### src/rtl/fcd_pkg.sv
package fcd_pkg;

  typedef enum logic [1:0] {
    OP_NONE = 2'b00,
    OP_PROG = 2'b01,
    OP_SECT = 2'b10,
    OP_CHIP = 2'b11
  } op_e;

  typedef enum logic [1:0] {
    SRC_ARRAY = 2'b00,
    SRC_ID    = 2'b01,
    SRC_QUERY = 2'b10
  } src_e;

  // Decoded view of the current bus cycle, datapath -> control
  typedef struct packed {
    logic wrEvt;
    logic isUnl1;
    logic isUnl2;
    logic cmdProg;
    logic cmdErase;
    logic cmdId;
    logic cmdQuery;
    logic cmdSector;
    logic cmdChip;
    logic cmdExit;
    logic protHit;
    logic wpLow;
  } flags_t;

  // Strobes from control to datapath
  typedef struct packed {
    logic issue;
    op_e  op;
  } strobes_t;

endpackage

### src/rtl/fcd_datapath.sv
module fcd_datapath
  import fcd_pkg::*;
#(
  parameter int unsigned ADDR_W   = 21,
  parameter int unsigned BOOT_W   = 16,
  parameter bit          BOOT_TOP = 1'b0,
  parameter int unsigned UNL_A1   = 'hAAA,
  parameter int unsigned UNL_A2   = 'h555,
  parameter logic [7:0]  CMD_PROG  = 8'hA0,
  parameter logic [7:0]  CMD_ERASE = 8'h80,
  parameter logic [7:0]  CMD_SECT  = 8'h30,
  parameter logic [7:0]  CMD_CHIP  = 8'h10,
  parameter logic [7:0]  CMD_ID    = 8'h90,
  parameter logic [7:0]  CMD_QUERY = 8'h98,
  parameter logic [7:0]  CMD_EXIT  = 8'hF0
) (
  input  logic              clk,
  input  logic              rstN,
  input  logic [ADDR_W-1:0] busAddr,
  input  logic [7:0]        busData,
  input  logic              ceN,
  input  logic              weN,
  input  logic              oeN,
  input  logic              wpN,
  input  logic              beBusy,
  input  strobes_t          strobes,
  output flags_t            flags,
  output logic              reqValid,
  output op_e               reqOp,
  output logic [ADDR_W-1:0] reqAddr,
  output logic [7:0]        reqData
);

  localparam logic [ADDR_W-1:0] A1 = ADDR_W'(UNL_A1);
  localparam logic [ADDR_W-1:0] A2 = ADDR_W'(UNL_A2);
  localparam int unsigned HI_W = ADDR_W - BOOT_W;

  logic wrActive;
  logic wrPrev;
  logic atA1;
  logic atA2;
  logic inBoot;
  logic [HI_W-1:0] addrHi;

  assign wrActive = ~ceN & ~weN & oeN;
  assign atA1     = (busAddr == A1);
  assign atA2     = (busAddr == A2);
  assign addrHi   = busAddr[ADDR_W-1:BOOT_W];

  generate
    if (BOOT_TOP) begin : g_bootTop
      assign inBoot = &addrHi;
    end else begin : g_bootBottom
      assign inBoot = ~|addrHi;
    end
  endgenerate

  always_ff @(posedge clk or negedge rstN) begin
    if (!rstN) wrPrev <= 1'b0;
    else       wrPrev <= wrActive;
  end

  always_comb begin
    flags.wrEvt     = wrActive & ~wrPrev & ~beBusy;
    flags.isUnl1    = atA1 & (busData == 8'hAA);
    flags.isUnl2    = atA2 & (busData == 8'h55);
    flags.cmdProg   = atA1 & (busData == CMD_PROG);
    flags.cmdErase  = atA1 & (busData == CMD_ERASE);
    flags.cmdId     = atA1 & (busData == CMD_ID);
    flags.cmdQuery  = atA1 & (busData == CMD_QUERY);
    flags.cmdSector = (busData == CMD_SECT);
    flags.cmdChip   = atA1 & (busData == CMD_CHIP);
    flags.cmdExit   = (busData == CMD_EXIT);
    flags.protHit   = inBoot & ~wpN;
    flags.wpLow     = ~wpN;
  end

  always_ff @(posedge clk or negedge rstN) begin
    if (!rstN) begin
      reqValid <= 1'b0;
      reqOp    <= OP_NONE;
      reqAddr  <= '0;
      reqData  <= '0;
    end else if (strobes.issue) begin
      reqValid <= 1'b1;
      reqOp    <= strobes.op;
      reqAddr  <= busAddr;
      reqData  <= busData;
    end else begin
      reqValid <= 1'b0;
      reqOp    <= OP_NONE;
    end
  end

endmodule

### src/rtl/fcd_ctrl.sv
module fcd_ctrl
  import fcd_pkg::*;
(
  input  logic     clk,
  input  logic     rstN,
  input  flags_t   flags,
  output strobes_t strobes,
  output src_e     readSel
);

  typedef enum logic [3:0] {
    ST_READ,
    ST_UNL1,
    ST_UNL2,
    ST_PROG,
    ST_ERS1,
    ST_ERS2,
    ST_ERS3,
    ST_ID,
    ST_QUERY
  } state_e;

  state_e st, stNext;

  always_comb begin
    stNext        = st;
    strobes.issue = 1'b0;
    strobes.op    = OP_NONE;
    if (flags.wrEvt) begin
      unique case (st)
        ST_READ: stNext = flags.isUnl1 ? ST_UNL1 : ST_READ;
        ST_UNL1: stNext = flags.isUnl2 ? ST_UNL2 : ST_READ;
        ST_UNL2: begin
          if (flags.cmdProg)       stNext = ST_PROG;
          else if (flags.cmdErase) stNext = ST_ERS1;
          else if (flags.cmdId)    stNext = ST_ID;
          else if (flags.cmdQuery) stNext = ST_QUERY;
          else                     stNext = ST_READ;
        end
        ST_PROG: begin
          stNext        = ST_READ;
          strobes.issue = ~flags.protHit;
          strobes.op    = OP_PROG;
        end
        ST_ERS1: stNext = flags.isUnl1 ? ST_ERS2 : ST_READ;
        ST_ERS2: stNext = flags.isUnl2 ? ST_ERS3 : ST_READ;
        ST_ERS3: begin
          stNext = ST_READ;
          if (flags.cmdChip) begin
            strobes.issue = ~flags.wpLow;
            strobes.op    = OP_CHIP;
          end else if (flags.cmdSector) begin
            strobes.issue = ~flags.protHit;
            strobes.op    = OP_SECT;
          end
        end
        ST_ID:    stNext = flags.cmdExit ? ST_READ : ST_ID;
        ST_QUERY: stNext = flags.cmdExit ? ST_READ : ST_QUERY;
        default:  stNext = ST_READ;
      endcase
    end
  end

  always_ff @(posedge clk or negedge rstN) begin
    if (!rstN) st <= ST_READ;
    else       st <= stNext;
  end

  always_comb begin
    unique case (st)
      ST_ID:    readSel = SRC_ID;
      ST_QUERY: readSel = SRC_QUERY;
      default:  readSel = SRC_ARRAY;
    endcase
  end

endmodule

### src/rtl/flash_cmd_decoder.sv
module flash_cmd_decoder
  import fcd_pkg::*;
#(
  parameter int unsigned ADDR_W   = 21,
  parameter int unsigned BOOT_W   = 16,
  parameter bit          BOOT_TOP = 1'b0,
  parameter int unsigned UNL_A1   = 'hAAA,
  parameter int unsigned UNL_A2   = 'h555,
  parameter logic [7:0]  CMD_PROG  = 8'hA0,
  parameter logic [7:0]  CMD_ERASE = 8'h80,
  parameter logic [7:0]  CMD_SECT  = 8'h30,
  parameter logic [7:0]  CMD_CHIP  = 8'h10,
  parameter logic [7:0]  CMD_ID    = 8'h90,
  parameter logic [7:0]  CMD_QUERY = 8'h98,
  parameter logic [7:0]  CMD_EXIT  = 8'hF0
) (
  input  logic              clk,
  input  logic              rstN,
  input  logic [ADDR_W-1:0] busAddr,
  input  logic [7:0]        busData,
  input  logic              ceN,
  input  logic              weN,
  input  logic              oeN,
  input  logic              wpN,
  input  logic              beBusy,
  output logic              reqValid,
  output logic [1:0]        reqOp,
  output logic [ADDR_W-1:0] reqAddr,
  output logic [7:0]        reqData,
  output logic [1:0]        readSel
);

  flags_t   flags;
  strobes_t strobes;
  op_e      opQ;
  src_e     srcQ;

  fcd_datapath #(
    .ADDR_W(ADDR_W), .BOOT_W(BOOT_W), .BOOT_TOP(BOOT_TOP),
    .UNL_A1(UNL_A1), .UNL_A2(UNL_A2),
    .CMD_PROG(CMD_PROG), .CMD_ERASE(CMD_ERASE), .CMD_SECT(CMD_SECT),
    .CMD_CHIP(CMD_CHIP), .CMD_ID(CMD_ID), .CMD_QUERY(CMD_QUERY),
    .CMD_EXIT(CMD_EXIT)
  ) u_dp (
    .clk(clk), .rstN(rstN), .busAddr(busAddr), .busData(busData),
    .ceN(ceN), .weN(weN), .oeN(oeN), .wpN(wpN), .beBusy(beBusy),
    .strobes(strobes), .flags(flags),
    .reqValid(reqValid), .reqOp(opQ), .reqAddr(reqAddr), .reqData(reqData)
  );

  fcd_ctrl u_ctrl (
    .clk(clk), .rstN(rstN), .flags(flags),
    .strobes(strobes), .readSel(srcQ)
  );

  assign reqOp   = opQ;
  assign readSel = srcQ;

endmodule

### config.mk
export PLATFORM = sky130hd
export DESIGN_NAME = flash_cmd_decoder
export DESIGN_NICKNAME = d
export VERILOG_FILES = /design/src/rtl/fcd_pkg.sv /design/src/rtl/fcd_datapath.sv /design/src/rtl/fcd_ctrl.sv /design/src/rtl/flash_cmd_decoder.sv
export SDC_FILE = /design/constraint.sdc
export NUM_CORES = 1
export LEC_CHECK = 0
export ABC_AREA = 1
export BUFFER_PORTS_ARGS = -buffer_cell sky130_fd_sc_hd__buf_4
export CAP_MARGIN = 20
export CORE_ASPECT_RATIO = 2
export CORE_MARGIN = 4
export CORE_UTILIZATION = 53
export CTS_CLUSTER_DIAMETER = 80
export DETAILED_ROUTE_END_ITERATION = 10
export PLACE_DENSITY = 0.92
export SYNTH_ARGS = -nofsm -noshare
export SYNTH_HDL_FRONTEND = slang
export SYNTH_SLANG_ARGS = --single-unit
### constraint.sdc
create_clock -name clk -period 3 [get_ports clk]
set_clock_uncertainty 0.2 [all_clocks]
set_input_delay 0.6 -clock clk [delete_from_list [all_inputs] [get_ports clk]]
set_output_delay 0.6 -clock clk [all_outputs]
set_load 0.01 [all_outputs]
# == After elaboration in Yosys (flattened, before gate mapping) ==
# Index checks and enable logic that the tools add are counted.
# word_totals
out_inout_bits,34
register_bits,37
elab_cells,64
# classes
n_mux,18
reduce_logical,3
eq_ne,19
bitwise_logic,18
# op_table
operator,count
equality test 8 bit (second input constant),6
case mux 4 bit (7 select lines),1
equality test 21 x 11 -> 1 bit (second input constant),1
equality test 21 x 12 -> 1 bit (second input constant),1
2-to-1 mux 4 bit,5
2-to-1 mux 3 bit,6
equality test 4 x 3 -> 1 bit (second input constant),4
bitwise AND 1 bit,12
equality test 4 x 2 -> 1 bit (second input constant),2
equality test 8 x 5 -> 1 bit (second input constant),1
equality test 8 x 6 -> 1 bit (second input constant),1
equality test 8 x 7 -> 1 bit (second input constant),1
inverter 1 bit,6
case mux 3 bit (2 select lines),1
OR reduction 5 bit,1
equality test 4 x 1 -> 1 bit (second input constant),1
equality test 4 bit (second input constant),1
logical NOT 4 bit,1
2-to-1 mux 2 bit,2
case mux 2 bit (2 select lines),1
2-to-1 mux 1 bit,2
logical NOT 1 bit,1

# == Logic depth before layout (Yosys ltp) ==
# Gate-level depths: netlist (run 1).
# logic_depth
ltp_word,9
mapped_depth,13
depth_no_buf,12

# == Modules after synthesis ==
# Synthesis (run 1) repeated with hierarchy kept, for this count alone.
# hier_totals
hier_cells,229
area_unflattened_um2,1908.1
# by_module_without_submodules
mod,cells_each,area_each_um2,seq_area_each_um2,n_inst
fcd_datapath,164,1529.0,825.8,1
fcd_ctrl,65,379.1,100.1,1

# == Worst setup path after synthesis (run 1) ==
# OpenSTA, ideal clock, no wires.
# synth_path
path_type,in2reg
from,in busAddr[20]
to,reg u_dp.reqAddr[10]
setup_slack_ns,1.080
path_stages,11
setup_time_ns,0.116
n_path_buf,1
t_arrival_ns,1.604
path_cell_list,inv_1 nand2_1 nor2_1 inv_1 nor2_4 nand2_2 nand3b_2 nand2_4 buf_4 nand2_1 nand2_1
# synth_between
elab_chain_len,8
# synth_lines
item,line_no,text
from (decl),flash_cmd_decoder.sv:19,"input logic [ADDR_W-1:0] busAddr,"
OR reduction 5 bit,fcd_datapath.sv:54,assign inBoot = ~|addrHi;
logical NOT 1 bit,fcd_datapath.sv:54,
bitwise AND 1 bit,fcd_datapath.sv:74,flags.protHit = inBoot & ~wpN;
inverter 1 bit,"fcd_ctrl.sv:42, fcd_ctrl.sv:53",
2-to-1 mux 3 bit,fcd_ctrl.sv:52,end else if (flags.cmdSector) begin
2-to-1 mux 3 bit,fcd_ctrl.sv:49,if (flags.cmdChip) begin
case mux 3 bit (2 select lines) (*),fcd_ctrl.sv:30,unique case (st)
2-to-1 mux 3 bit (*),fcd_ctrl.sv:29,if (flags.wrEvt) begin
to (signal assigned),fcd_datapath.sv:87,reqAddr <= busAddr;
to (decl),fcd_datapath.sv:30,"output logic [ADDR_W-1:0] reqAddr,"
# Every way passes the cells marked *; elsewhere a longest branch is shown, timed or not.
# A chain may end at the register's enable or synchronous reset.

# == Worst setup path after layout (run 1) ==
# layout_path
from,in busAddr[17]
to,reg u_dp.reqAddr[6]
# The elaborated chain is that of the path after synthesis.

==> results of run 1 <==
[power by group through the flow]
stage | Combinational, W | Clock [W] | Sequential, W
final | 0.000110 | 0.000364 | 0.000504
after floorplan | 0.0000414 | 0 | 0.000513
after CTS | 0.000110 | 0.000372 | 0.000504
after detailed placement | 0.000110 | 0 | 0.000514
after global placement | 0.000108 | 0 | 0.000513
after global routing | 0.000123 | 0.000401 | 0.000504
[registers in the layout, indices dropped and copies added, names as in the netlist]
| signal | count |
|---|---|
| u_dp.wrPrev | 1 |
| u_dp.reqOp | 2 |
| u_dp.reqData | 8 |
| u_dp.reqAddr | 21 |
| u_dp.reqValid | 1 |
| u_ctrl.st | 4 |
[layout make-up]
cell class	count	area, um2	area share (%)
clock buffers	6	82.6	3.18
clock inverters	2	13.8	0.530
inverters	28	110	4.24
multi-input cells	191	887	34.1
flip-flops and latches	37	926	35.6
well taps	49	61.3	2.36
repair buffers	69	518	19.9
[stage by stage]
step                      util, %  setup WS [ns]  instance area [um2]  power, W
after floorplan                 -           1.08                 1980  0.000555
after global placement       69.4          0.570                 2500  0.000621
after detailed placement     69.4          0.535                 2500  0.000623
after CTS                    72.0          0.813                 2600  0.000987
after global routing         72.0          0.618                 2600   0.00103
final                        72.0          0.803                 2600  0.000978
[cell families (layout without fill, tap and decap cells)]
logic type,after synthesis,count (layout),synth area share (%)
compound gates,21,21,7.52
buf+inv,33,105,8.41
flops,37,37,46.8
simple gates,170,170,37.3
[routing by layer]
layer	part of all wire, %	wire [um]	vias up	GRT usage (%)
met5	0	0	-	0
met3	5.2	254	14	3.00
met1	34	1630	872	21.4
li1	-	-	962	-
met4	3.0	146	0	11.6
met2	58	2840	67	40.8
[synth_stat cells]
| cell type | count |
|---|---|
| sky130_fd_sc_hd__buf_8 | 1 |
| sky130_fd_sc_hd__nand4_1 | 4 |
| sky130_fd_sc_hd__dfrtp_1 | 37 |
| sky130_fd_sc_hd__o21ai_1 | 3 |
| sky130_fd_sc_hd__o21ai_2 | 10 |
| sky130_fd_sc_hd__o211ai_1 | 1 |
| sky130_fd_sc_hd__nand3b_1 | 1 |
| sky130_fd_sc_hd__inv_1 | 27 |
| sky130_fd_sc_hd__nand3b_2 | 1 |
| sky130_fd_sc_hd__nor2_4 | 1 |
| sky130_fd_sc_hd__nor4_1 | 1 |
| sky130_fd_sc_hd__o2111ai_1 | 1 |
| sky130_fd_sc_hd__nand3_1 | 11 |
| sky130_fd_sc_hd__nor3_1 | 8 |
| sky130_fd_sc_hd__o21ai_0 | 3 |
| sky130_fd_sc_hd__nand2_2 | 1 |
| sky130_fd_sc_hd__nor2_1 | 29 |
| sky130_fd_sc_hd__nor3_4 | 1 |
| sky130_fd_sc_hd__nand2_1 | 105 |
| sky130_fd_sc_hd__a21oi_1 | 3 |
| sky130_fd_sc_hd__nand3_2 | 1 |
| sky130_fd_sc_hd__nand2_4 | 1 |
| sky130_fd_sc_hd__buf_4 | 1 |
| sky130_fd_sc_hd__buf_6 | 3 |
| sky130_fd_sc_hd__nor3_2 | 1 |
| sky130_fd_sc_hd__clkinv_4 | 1 |
| sky130_fd_sc_hd__nor2_2 | 4 |
[worst paths after layout]
| path | startpoint | endpoint | slack (ns) |
|---|---|---|---|
| setup reg to reg | u_ctrl.st[0] | u_dp.reqAddr[6] | 0.94 |
| hold reg to reg | u_dp.reqAddr[19] | u_dp.reqAddr[19] | 0.28 |
| max in group asynchronous | rstN | u_dp.wrPrev | 2.23 |
| min in group clk | u_dp.reqAddr[19] | u_dp.reqAddr[19] | 0.28 |
| hold / removal | rstN | u_dp.reqAddr[17] | 0.05 |
| setup / recovery | busAddr[17] | u_dp.reqAddr[6] | 0.80 |
==> impl_summary.txt, run 1 <==
----------------------------------------------------
[Run status]
  Outcome ... finished, final reports clean

[Timing]
  Number of max-slew violations in the final report ... 0
  Worst-margin pin slew ... 0.517 ns
  Timing-limited maximum frequency ... 0.455 GHz
  Minimum clock period after layout ... 2.20 ns
  Final Hold Vio Count ... 0
  Setup TNS ... 0 ns
  Final number of setup-violating endpoints ... 0
  Min Hold Slack ... 0.0518 ns
  Fin crit share ... 73.2%
  Setup repair after global routing missed its margin ... no
  Worst slew margin relative to its limit ... 65.5%

[Detailed routing]
  Post-detailed-route DRC marker count ... 0
  Detailed-route wire length per cell ... 12.7 um
  Final wirelength ... 4.87 mm
  Router iterations before antenna repair ... 4
  Detailed-route vias per instance ... 5.01
  Antenna viol nets, final ... 0
  Number of DRC markers in iteration 0 ... 59
  DR vias ... 1915

[Cells and area]
  Fillcell total ... 295
  Count of non-filler cells in the finished layout ... 382
  Final nets ... 368
  Ant diodes ... 0
  Commonest cells after routing, fill and taps aside ... 105 x sky130_fd_sc_hd__nand2_1, 69 x sky130_fd_sc_hd__buf_4, 37 x sky130_fd_sc_hd__dfrtp_1
  Growth of design area from synthesis to finish ... 31.3%
  Most common cell after layout, fill and taps aside ... sky130_fd_sc_hd__nand2_1
  Share of cells above drive strength 1 ... 29.7%

[Setup path]
  Kind of start point of the critical path ... input pin
  Number of cells on the critical path ... 11
  Largest fanout of any net on the critical path ... 45
  Delay contributed by the slowest stage of the critical path ... 0.40 ns
  Critical path's slowest cell ... sky130_fd_sc_hd__nand2_4
  Number of buffers and inverters on the critical path ... 3
  Count of cells along the worst register-to-register path ... 8
  WS Path Type ... in -> reg
  Arrival time of the worst setup path ... 2.18 ns
  Endpoint required time on the critical path ... 2.98 ns
  Top Family by Delay on Critical Path ... simple AND/OR/NAND/NOR gates
  Critical Path Sink Type ... flop
  Cells along the critical path ... buf_4, nor2_1, nand2_1, nor2_1, inv_1, nor2_1, nor2_2, nand2_4, clkinv_4, nand2_1, nand2_1

[Synth]
  Syn nets ... 297
  Share of the synthesized area in the top cell type ... 46.8%
  #FFs+latches synth ... 37
  Avg Inst Size Synth ... 7.58 um2
  Post-synthesis cell type with the largest combined area ... sky130_fd_sc_hd__dfrtp_1
  Post-synthesis instance area ... 1980 um2
  Number of different library cells in the post-synthesis netlist ... 27
  Share of the yosys chip area belonging to registers ... 46.8%
  Synth warn ... 0
  Leading post-synthesis cells by cell area ... sky130_fd_sc_hd__dfrtp_1 47%, sky130_fd_sc_hd__nand2_1 20%, sky130_fd_sc_hd__nor2_1 5.5%, sky130_fd_sc_hd__inv_1 5.1%, sky130_fd_sc_hd__o21ai_2 4.4%
  Cell count after synthesis ... 261

[Power]
  Maximum resistive drop on vdd ... 0.345 mV
  Static Leakage ... 1.45 nW
  Int Pwr ... 0.000735 W
  Power per Cell Area ... 376 nW/um2
  Share of power burned in the clock network ... 37.2%
  Fraction of power consumed by sequential logic ... 51.5%
  Combinational share of power ... 11.3%
  Net switching fraction of the power ... 24.9%
  Psw ... 0.000243 W

[Placed design]
  Post-DP HPWL ... 3.77 mm
  Cell total after placement ... 374
  Count of buffers from port buffering ... 69
  Global placer's final weighted congestion ... 0.977

[Floorplanning]
  Floorplan core area ... 3610 um2
  # IOs ... 70
  Core Rows ... 31
  Floorplan die width ... 51.2 um
  Die Height ... 94.4 um
  Effective utilization at floorplan ... 54.9%
  Die area ... 4840 um2

[CTS]
  Root buffer cell ... sky130_fd_sc_hd__clkbuf_8
  Number of buffers inserted for hold repair after clock tree synthesis ... 0
  Post-CTS setup buffers ... 0
  Total clock buffers created by CTS ... 5
  Clock insertion delay at the later pin of the skew report ... 0.29 ns
  Depth of the CTS H-tree ... 2
  CTS tree ... built
  Post-CTS clock slew at the launch and capture registers of the worst setup and hold paths ... 0.07 ns
  Clock net sink count ... 37
  Number of gates resized after CTS ... 0
  Clock tree buffer depth ... 2

[Worst hold path]
  Min-delay worst type ... in -> async

[Run]
  Count of maximum capacitance violations ... 0

[Global routing]
  Antenna violations before repair ... 0
  Overall track demand over capacity in global routing ... 21.4%
  Vias in the first global route ... 1830
  Wire length of the first global-routing pass ... 7.82 mm
  Pin count of the biggest net entering global routing ... 46
  Total congestion overflow after global routing ... 0

----------------------------------------------------
No activity file was read; power rests on OpenSTA's default activity.
==> inputs of run 2 (changes only) <==
- CORE_UTILIZATION: 53 -> 49
- PLACE_DENSITY: 0.92 -> 0.87
- clock period: 3 -> 2.29 ns (I/O delays scaled with it)
==> run 2 against run 1 <==
  * Wire length up 4.3%
  * Largest cell class unchanged
  * Largest power group unchanged
  * Sequential cell count unchanged
  * Via count up 1.1%
==> impl_summary.txt, run 2 (synthesized netlist as in run 1, its figures left out) <==
----------------------------------------------------
[Run status]
  Outcome ... finished, final reports clean

[Power]
  Power per Cell Area ... 477 nW/um2 (+27%)
  Final total power ... 0.00126 W (+29%)
  Static Leakage ... 1.47 nW (+1.2%)
  Maximum resistive drop on vdd ... 0.341 mV (-1.1%)

[Setup path]
  Arrival time of the worst setup path ... 1.35 ns (-0.83 ns)
  Worst setup startpoint ... u_ctrl.st[1]
  R2R setup slack ... 0.38 ns (-0.56 ns)
  Endpoint required time on the critical path ... 1.63 ns (-1.35 ns)
  Number of buffers and inverters on the critical path ... 2 (-1)
  Delay contributed by the slowest stage of the critical path ... 0.43 ns (+0.03 ns)
  Critical path's slowest cell ... sky130_fd_sc_hd__dfrtp_1
  Critical R2R Capture ... u_dp.reqData[1]
  WS Path Type ... reg -> out
  Cells along the critical path ... inv_1, nand2_1, nor3_1, buf_4
  Top Family by Delay on Critical Path ... flip-flops
  Capture point of the critical path ... readSel[1]
  Count of cells along the worst register-to-register path ... 9 (+1)
  Number of cells on the critical path ... 4 (-7)
  Kind of start point of the critical path ... flop
  Largest fanout of any net on the critical path ... 5 (-89%)
  Critical Path Sink Type ... output pin
  Worst reg2reg startpoint ... u_ctrl.st[0]

[Worst hold path]
  Cell depth of the worst hold path ... 3
  Min-delay worst type ... in -> reg

[Timing]
  Timing-limited maximum frequency ... 0.499 GHz
  Minimum clock period after layout ... 2.01 ns
  Worst-margin pin slew ... 0.496 ns (-0.0217 ns)
  Setup repair after global routing missed its margin ... no
  Final Hold Vio Count ... 0 (unchanged)
  Fin crit share ... 87.6%
  Final worst slack ... 0.284 ns (-0.518 ns)
  Number of max-slew violations in the final report ... 0 (unchanged)
  Final number of setup-violating endpoints ... 0 (unchanged)
  Setup TNS ... 0 ns (unchanged)
  Worst slew margin relative to its limit ... 66.7% (+1.2 points)

[Floorplanning]
  # IOs ... 70 (unchanged)
  Die Height ... 97.9 um (+3.7%)
  Floorplan die width ... 52.9 um (+3.4%)
  Effective utilization at floorplan ... 51.0% (-3.9 points)
  Core Rows ... 32 (+3.2%)
  Die area ... 5180 um2 (+7.2%)
  Floorplan core area ... 3880 um2 (+7.7%)

[Global routing]
  Total congestion overflow after global routing ... 0 (unchanged)
  Overall track demand over capacity in global routing ... 20.7% (-0.74 points)
  Pin count of the biggest net entering global routing ... 38 (-17%)
  Antenna violations before repair ... 0 (unchanged)
  Wire length of the first global-routing pass ... 8.04 mm (+2.8%)
  Vias in the first global route ... 1879 (+2.7%)

[Cells and area]
  Register with the most flip-flops ... u_dp.reqAddr
  Final nets ... 372 (+1.1%)
  Max FFs per register ... 21 (unchanged)
  Largest registers ranked by flip-flop count ... u_dp.reqAddr x21, u_dp.reqData x8, u_ctrl.st x4
  Reg area ... 926 um2 (unchanged)
  Ant diodes ... 0 (unchanged)
  Count of non-filler cells in the finished layout ... 387 (+1.3%)
  Share of cells above drive strength 1 ... 29.8% (+0.032 points)
  Most common cell after layout, fill and taps aside ... sky130_fd_sc_hd__nand2_1
  Fillcell total ... 351 (+19%)
  Growth of design area from synthesis to finish ... 33.2%
  Commonest cells after routing, fill and taps aside ... 105 x sky130_fd_sc_hd__nand2_1, 71 x sky130_fd_sc_hd__buf_4, 37 x sky130_fd_sc_hd__dfrtp_1
  Total area of multi-input combinational cells ... 887 um2 (unchanged)

[Detailed routing]
  Router iterations before antenna repair ... 4 (unchanged)
  Detailed-route wire length per cell ... 13.1 um (+2.9%)
  Final wirelength ... 5.08 mm (+4.3%)
  Post-detailed-route DRC marker count ... 0 (unchanged)
  Number of DRC markers in iteration 0 ... 51 (-14%)
  Antenna viol nets, final ... 0 (unchanged)
  DR vias ... 1937 (+1.1%)
  Detailed-route vias per instance ... 5.01 (-0.16%)

[Placed design]
  Post-DP HPWL ... 3.91 mm (+3.8%)
  Global placer's final weighted congestion ... 0.929 (-4.9%)
  Count of buffers from port buffering ... 69 (unchanged)
  Pre-CTS setup slack ... 0.0891 ns (-0.446 ns)
  Cell total after placement ... 379 (+1.3%)

[CTS]
  Post-CTS setup buffers ... 0 (unchanged)
  CTS tree ... built
  Depth of the CTS H-tree ... 2 (unchanged)
  Number of gates resized after CTS ... 0 (unchanged)
  Clock net sink count ... 37 (unchanged)
  Number of buffers inserted for hold repair after clock tree synthesis ... 1 (+1)
  Root buffer cell ... sky130_fd_sc_hd__clkbuf_8
  Clock tree buffer depth ... 2 (unchanged)
  Clock insertion delay at the later pin of the skew report ... 0.29 ns (about the same)
  Total clock buffers created by CTS ... 5 (unchanged)
  Post-CTS clock slew at the launch and capture registers of the worst setup and hold paths ... 0.07 ns (about the same)

[Run]
  Count of maximum capacitance violations ... 0 (unchanged)

----------------------------------------------------
==> run 2: worst min path at each step <==
| stage | slack (ns) | start | to |
|---|---|---|---|
| 5_1_grt | 0.18 | busAddr[2] | u_dp.reqAddr[2] |
| 4_1_cts | 0.17 | busAddr[16] | u_dp.reqAddr[16] |
| 3_5_place_dp | 0.24 | rstN | u_dp.reqAddr[17] |
| 6_report | 0.18 | busAddr[16] | u_dp.reqAddr[16] |
| 3_3_place_gp | 0.24 | rstN | u_dp.reqAddr[17] |
| 2_1_floorplan | -0.04 | rstN | u_ctrl.st[0] |
==> run 2: cell type report <==
class	count	area share (%)
Tap cell	51	2.42
Multi-Input combinational cell	191	33.6
Inverter	28	4.18
Timing Repair Buffer	73	21.4
Clock buffer	7	3.27
Sequential cell	37	35.1
==> run 2: worst register-to-register path: stages, from the launching register on <==
cell                       delay (ns)
sky130_fd_sc_hd__dfrtp_1         0.42
sky130_fd_sc_hd__inv_1           0.11
sky130_fd_sc_hd__nand4_1         0.13
sky130_fd_sc_hd__nor3_2          0.24
sky130_fd_sc_hd__nand2_2         0.08
sky130_fd_sc_hd__nand3b_2        0.10
sky130_fd_sc_hd__nand2_4         0.15
sky130_fd_sc_hd__buf_12          0.21
sky130_fd_sc_hd__nand2_1         0.09
sky130_fd_sc_hd__o21ai_2         0.06
==> run 2: metal layers <==
metal | up-vias | track usage, % | wire length [um]
met4 | 0 | 10.6 | 205
met2 | 65 | 38.5 | 2860
met1 | 889 | 20.1 | 1750
met3 | 17 | 3.82 | 264
met5 | - | 0 | 0
li1 | 966 | - | -
==> run 2: through the flow <==
stage               instance area (um2)  util, %  hold WS (ns)
CTS                                2640     67.9         0.167
detailed placement                 2540     65.4         0.243
global placement                   2540     65.4         0.236
global route                       2640     67.9         0.182
floorplan                          1980        -       -0.0376
finish                             2640     67.9         0.176
==> run 2: report_power, final <==
group / switching, W / leakage [nW] / internal (W)
Clock: 0.000212 / 0.0443 / 0.000238
Sequential: 0.00000223 / 0.514 / 0.000658
Combinational: 0.0000833 / 0.914 / 0.0000630
Total: 0.000298 / 1.47 / 0.000960
==> inputs of run 3 (changes only) <==
- SYNTH_HIERARCHICAL: not set -> 1
==> run 3 against run 2 <==
  * The run now ends with negative setup slack left
  * Critical path type is now in -> reg
  * Core utilization rose by 13 points
  * Largest cell class unchanged
  * Sequential cell count did not move
  * Setup slack got worse by 0.30 ns
==> impl_summary.txt, run 3 <==
----------------------------------------------------
[Run status]
  Outcome ... finished, violations left
  Violations in the final reports ... negative setup slack

[Global routing]
  Total congestion overflow after global routing ... 0 (unchanged)
  Wire length of the first global-routing pass ... 8.59 mm (+6.9%)
  Antenna violations before repair ... 0 (unchanged)
  Overall track demand over capacity in global routing ... 23.5% (+2.8 points)
  Pin count of the biggest net entering global routing ... 38 (unchanged)
  Vias in the first global route ... 2023 (+7.7%)

[CTS]
  Total clock buffers created by CTS ... 5 (unchanged)
  Root buffer cell ... sky130_fd_sc_hd__clkbuf_8
  Clock net sink count ... 37 (unchanged)
  Clock insertion delay at the later pin of the skew report ... 0.29 ns (about the same)
  Depth of the CTS H-tree ... 2 (unchanged)
  Clock tree buffer depth ... 2 (unchanged)
  CTS tree ... built
  Post-CTS clock slew at the launch and capture registers of the worst setup and hold paths ... 0.07 ns (about the same)

[Detailed routing]
  Final wirelength ... 6.55 mm (+29%)
  DR vias ... 2091 (+8.0%)
  Antenna viol nets, final ... 0 (unchanged)
  Number of DRC markers in iteration 0 ... 88 (+73%)
  Post-detailed-route DRC marker count ... 0 (unchanged)
  Detailed-route wire length per cell ... 16.8 um (+28%)
  Detailed-route vias per instance ... 5.35 (+6.8%)
  Router iterations before antenna repair ... 5 (+1)

[Synth]
  Post-synthesis cell type with the largest combined area ... sky130_fd_sc_hd__dfrtp_1
  Share of synthesized flip-flops with an asynchronous set or reset ... 100% (unchanged)
  Share of the synthesized area in the top cell type ... 48.5% (+1.7 points)
  Post-synthesis instance area ... 1910 um2 (-3.6%)
  Synth warn ... 6 (+6)
  Largest family of logic cells by synthesized area ... simple AND/OR/NAND/NOR gates
  Post-Synth Simple-Gate Area ... 27.7% (-9.6 points)
  Main flop type after synthesis ... sky130_fd_sc_hd__dfrtp_1
  Cell count after synthesis ... 229 (-12%)
  Share of the yosys chip area belonging to registers ... 48.5% (+1.7 points)
  Leading post-synthesis cells by cell area ... sky130_fd_sc_hd__dfrtp_1 49%, sky130_fd_sc_hd__mux2_2 11%, sky130_fd_sc_hd__nand2_1 9.2%, sky130_fd_sc_hd__nor2_1 8.5%, sky130_fd_sc_hd__inv_1 5.3%
  Adder-cell share of the synthesized area ... 0% (unchanged)
  Compound-gate portion of the synthesized area ... 4.52% (-3.0 points)
  Post-synth EDFFs ... 0 (unchanged)
  Avg Inst Size Synth ... 8.33 um2 (+9.9%)
  Number of different library cells in the post-synthesis netlist ... 24 (-11%)
  #FFs+latches synth ... 37 (unchanged)
  Top cells by count, synth ... 47 x sky130_fd_sc_hd__nand2_1, 43 x sky130_fd_sc_hd__nor2_1, 37 x sky130_fd_sc_hd__dfrtp_1
  Syn nets ... 265 (-11%)
  Xor-xnor portion of the synthesized cell area ... 0% (unchanged)
  Portion of netlist area occupied by mux cells ... 10.6% (+11 points)
  Dominant cell by count in the synthesized netlist ... sky130_fd_sc_hd__nand2_1

[Timing]
  Timing-limited maximum frequency ... 0.434 GHz (-13%)
  Minimum clock period after layout ... 2.30 ns (+0.299 ns)
  Final Hold Vio Count ... 0 (unchanged)
  Final number of setup-violating endpoints ... 3 (+3)
  Worst slew margin relative to its limit ... 68.6% (+1.9 points)
  Final worst slack ... -0.0146 ns (-0.299 ns)
  Number of max-slew violations in the final report ... 0 (unchanged)
  Worst-margin pin slew ... 0.470 ns (-0.0252 ns)
  Fin crit share ... 101% (+13 points)

[Setup path]
  Endpoint required time on the critical path ... 2.27 ns (+0.64 ns)
  Worst reg2reg startpoint ... u_dp/wrPrev
  Count of cells along the worst register-to-register path ... 6 (-3)
  Critical R2R Capture ... u_dp/reqAddr[0]
  WS Path Type ... in -> reg
  Critical Path Sink Type ... flop
  Worst setup startpoint ... busData[0]
  Largest fanout of any net on the critical path ... 5 (unchanged)
  Arrival time of the worst setup path ... 2.28 ns (+0.93 ns)
  R2R setup slack ... 0.20 ns (-0.18 ns)
  Kind of start point of the critical path ... input pin
  Capture point of the critical path ... u_dp/reqAddr[0]

[Placed design]
  Cell total after placement ... 376 (-0.79%)
  Global placer's final weighted congestion ... 0.834 (-10%)
  Post-DP HPWL ... 4.30 mm (+9.9%)
  Pre-CTS setup slack ... -0.257 ns (-0.346 ns)
  Count of buffers from port buffering ... 69 (unchanged)

[Power]
  Maximum resistive drop on vdd ... 0.576 mV (+69%)
  Net switching fraction of the power ... 22.9% (-0.73 points)
  Fraction of power consumed by sequential logic ... 52.0% (-0.5 points)
  Int Pwr ... 0.000969 W (+0.97%)
  Share of power burned in the clock network ... 36.2% (+0.4 points)
  Psw ... 0.000289 W (-3.1%)
  Static Leakage ... 1.60 nW (+8.7%)
  Combinational share of power ... 11.8% (+0.2 points)
  Power per Cell Area ... 420 nW/um2 (-12%)

[Worst hold path]
  Cell depth of the worst hold path ... 2 (-1)
  Min-delay worst type ... in -> reg

[Floorplanning]
  Floorplan core area ... 3680 um2 (-5.1%)
  Effective utilization at floorplan ... 51.8% (+0.82 points)
  Core Rows ... 31 (-3.1%)
  Floorplan die width ... 52.1 um (-1.5%)
  Die area ... 5020 um2 (-3.2%)
  Die Height ... 96.3 um (-1.7%)
  # IOs ... 70 (unchanged)

[Cells and area]
  Commonest cells after routing, fill and taps aside ... 105 x sky130_fd_sc_hd__buf_4, 46 x sky130_fd_sc_hd__nand2_1, 38 x sky130_fd_sc_hd__nor2_1
  Final nets ... 378 (+1.6%)
  Largest registers ranked by flip-flop count ... u_dp/reqAddr x21, u_dp/reqData x8, u_ctrl/st x4
  Share of cells above drive strength 1 ... 46.5% (+17 points)
  Max FFs per register ... 21 (unchanged)
  Register with the most flip-flops ... u_dp/reqAddr
  Fillcell total ... 221 (-37%)
  Most common cell after layout, fill and taps aside ... sky130_fd_sc_hd__buf_4
  Count of non-filler cells in the finished layout ... 391 (+1.0%)
  Growth of design area from synthesis to finish ... 56.7%
  Ant diodes ... 0 (unchanged)

[Run]
  Count of maximum capacitance violations ... 0 (unchanged)

----------------------------------------------------
run 3: metal layers:
metal	part of all wire [%]	global-route usage [%]	up-vias
li1	-	-	947
met1	32	21.0	993
met3	5.6	4.19	40
met5	0	0	-
met4	7.4	16.4	0
met2	55	44.7	111
run 3: power groups by stage:
stage / sequential, W / clock [W] / combinational, W
4_1_cts: 0.000654 / 0.000468 / 0.000136
3_5_place_dp: 0.000667 / 0 / 0.000134
3_3_place_gp: 0.000667 / 0 / 0.000130
6_report: 0.000654 / 0.000455 / 0.000148
2_1_floorplan: 0.000667 / 0 / 0.0000261
5_1_grt: 0.000654 / 0.000494 / 0.000158
run 3: how the worst min path moves through the flow:
stage                      startpoint               end  slack [ns]
final                     busAddr[14]  u_dp/reqAddr[14]        0.21
after global routing      busAddr[15]  u_dp/reqAddr[15]        0.21
after CTS                 busAddr[14]  u_dp/reqAddr[14]        0.21
after detailed placement         rstN   u_dp/reqAddr[0]        0.24
after global placement           rstN   u_dp/reqAddr[6]        0.24
after floorplan                  rstN      u_ctrl/st[0]       -0.04
run 3: kinds of logic (layout without fill, tap and decap cells):
| kind of cell | count (synthesis) | count (layout) |
|---|---|---|
| AO/OA/AOI/OAI | 17 | 17 |
| buffers and inverters | 36 | 149 |
| flip-flops | 37 | 37 |
| multiplexers | 18 | 18 |
| AND/OR/NAND/NOR | 121 | 121 |
run 3: layout make-up:
type / instances / area (um2) / area share (%)
multi-input cells: 156 / 875 / 29.2
repair buffers: 112 / 925 / 30.9
flip-flops and latches: 37 / 926 / 31.0
inverters: 30 / 118 / 3.93
well taps: 49 / 61.3 / 2.05
clock buffers: 7 / 86.3 / 2.89
run 3: stage by stage:
| step | hold WS (ns) | power, W | setup TNS (ns) | util (%) | instance area [um2] |
|---|---|---|---|---|---|
| after global routing | 0.212 | 0.00131 | -1.28 | 81.2 | 2990 |
| final | 0.209 | 0.00126 | -0.0180 | 81.2 | 2990 |
| after detailed placement | 0.244 | 0.000800 | -5.54 | 74.2 | 2730 |
| after floorplan | -0.0376 | 0.000693 | 0 | - | 1920 |
| after CTS | 0.207 | 0.00126 | 0 | 76.8 | 2830 |
| after global placement | 0.239 | 0.000796 | -2.92 | 74.2 | 2730 |
run 3: critical path: stages:
cell	delay [ns]
sky130_fd_sc_hd__buf_4	0.12
sky130_fd_sc_hd__inv_4	0.06
sky130_fd_sc_hd__nand2_4	0.06
sky130_fd_sc_hd__nor3_4	0.21
sky130_fd_sc_hd__nand3_2	0.12
sky130_fd_sc_hd__nor2_2	0.12
sky130_fd_sc_hd__inv_1	0.07
sky130_fd_sc_hd__o21ai_1	0.14
sky130_fd_sc_hd__nand2_1	0.11
sky130_fd_sc_hd__o22ai_4	0.16
sky130_fd_sc_hd__buf_12	0.16
sky130_fd_sc_hd__clkbuf_16	0.15
sky130_fd_sc_hd__mux2_2	0.34
run 3: timing repair:
action	CTS	global route
hold endpoints to repair	37	0
hold buffers	1	0
setup buffers	0	3
resized for setup	0	16
endpoints found under the setup margin	0	18
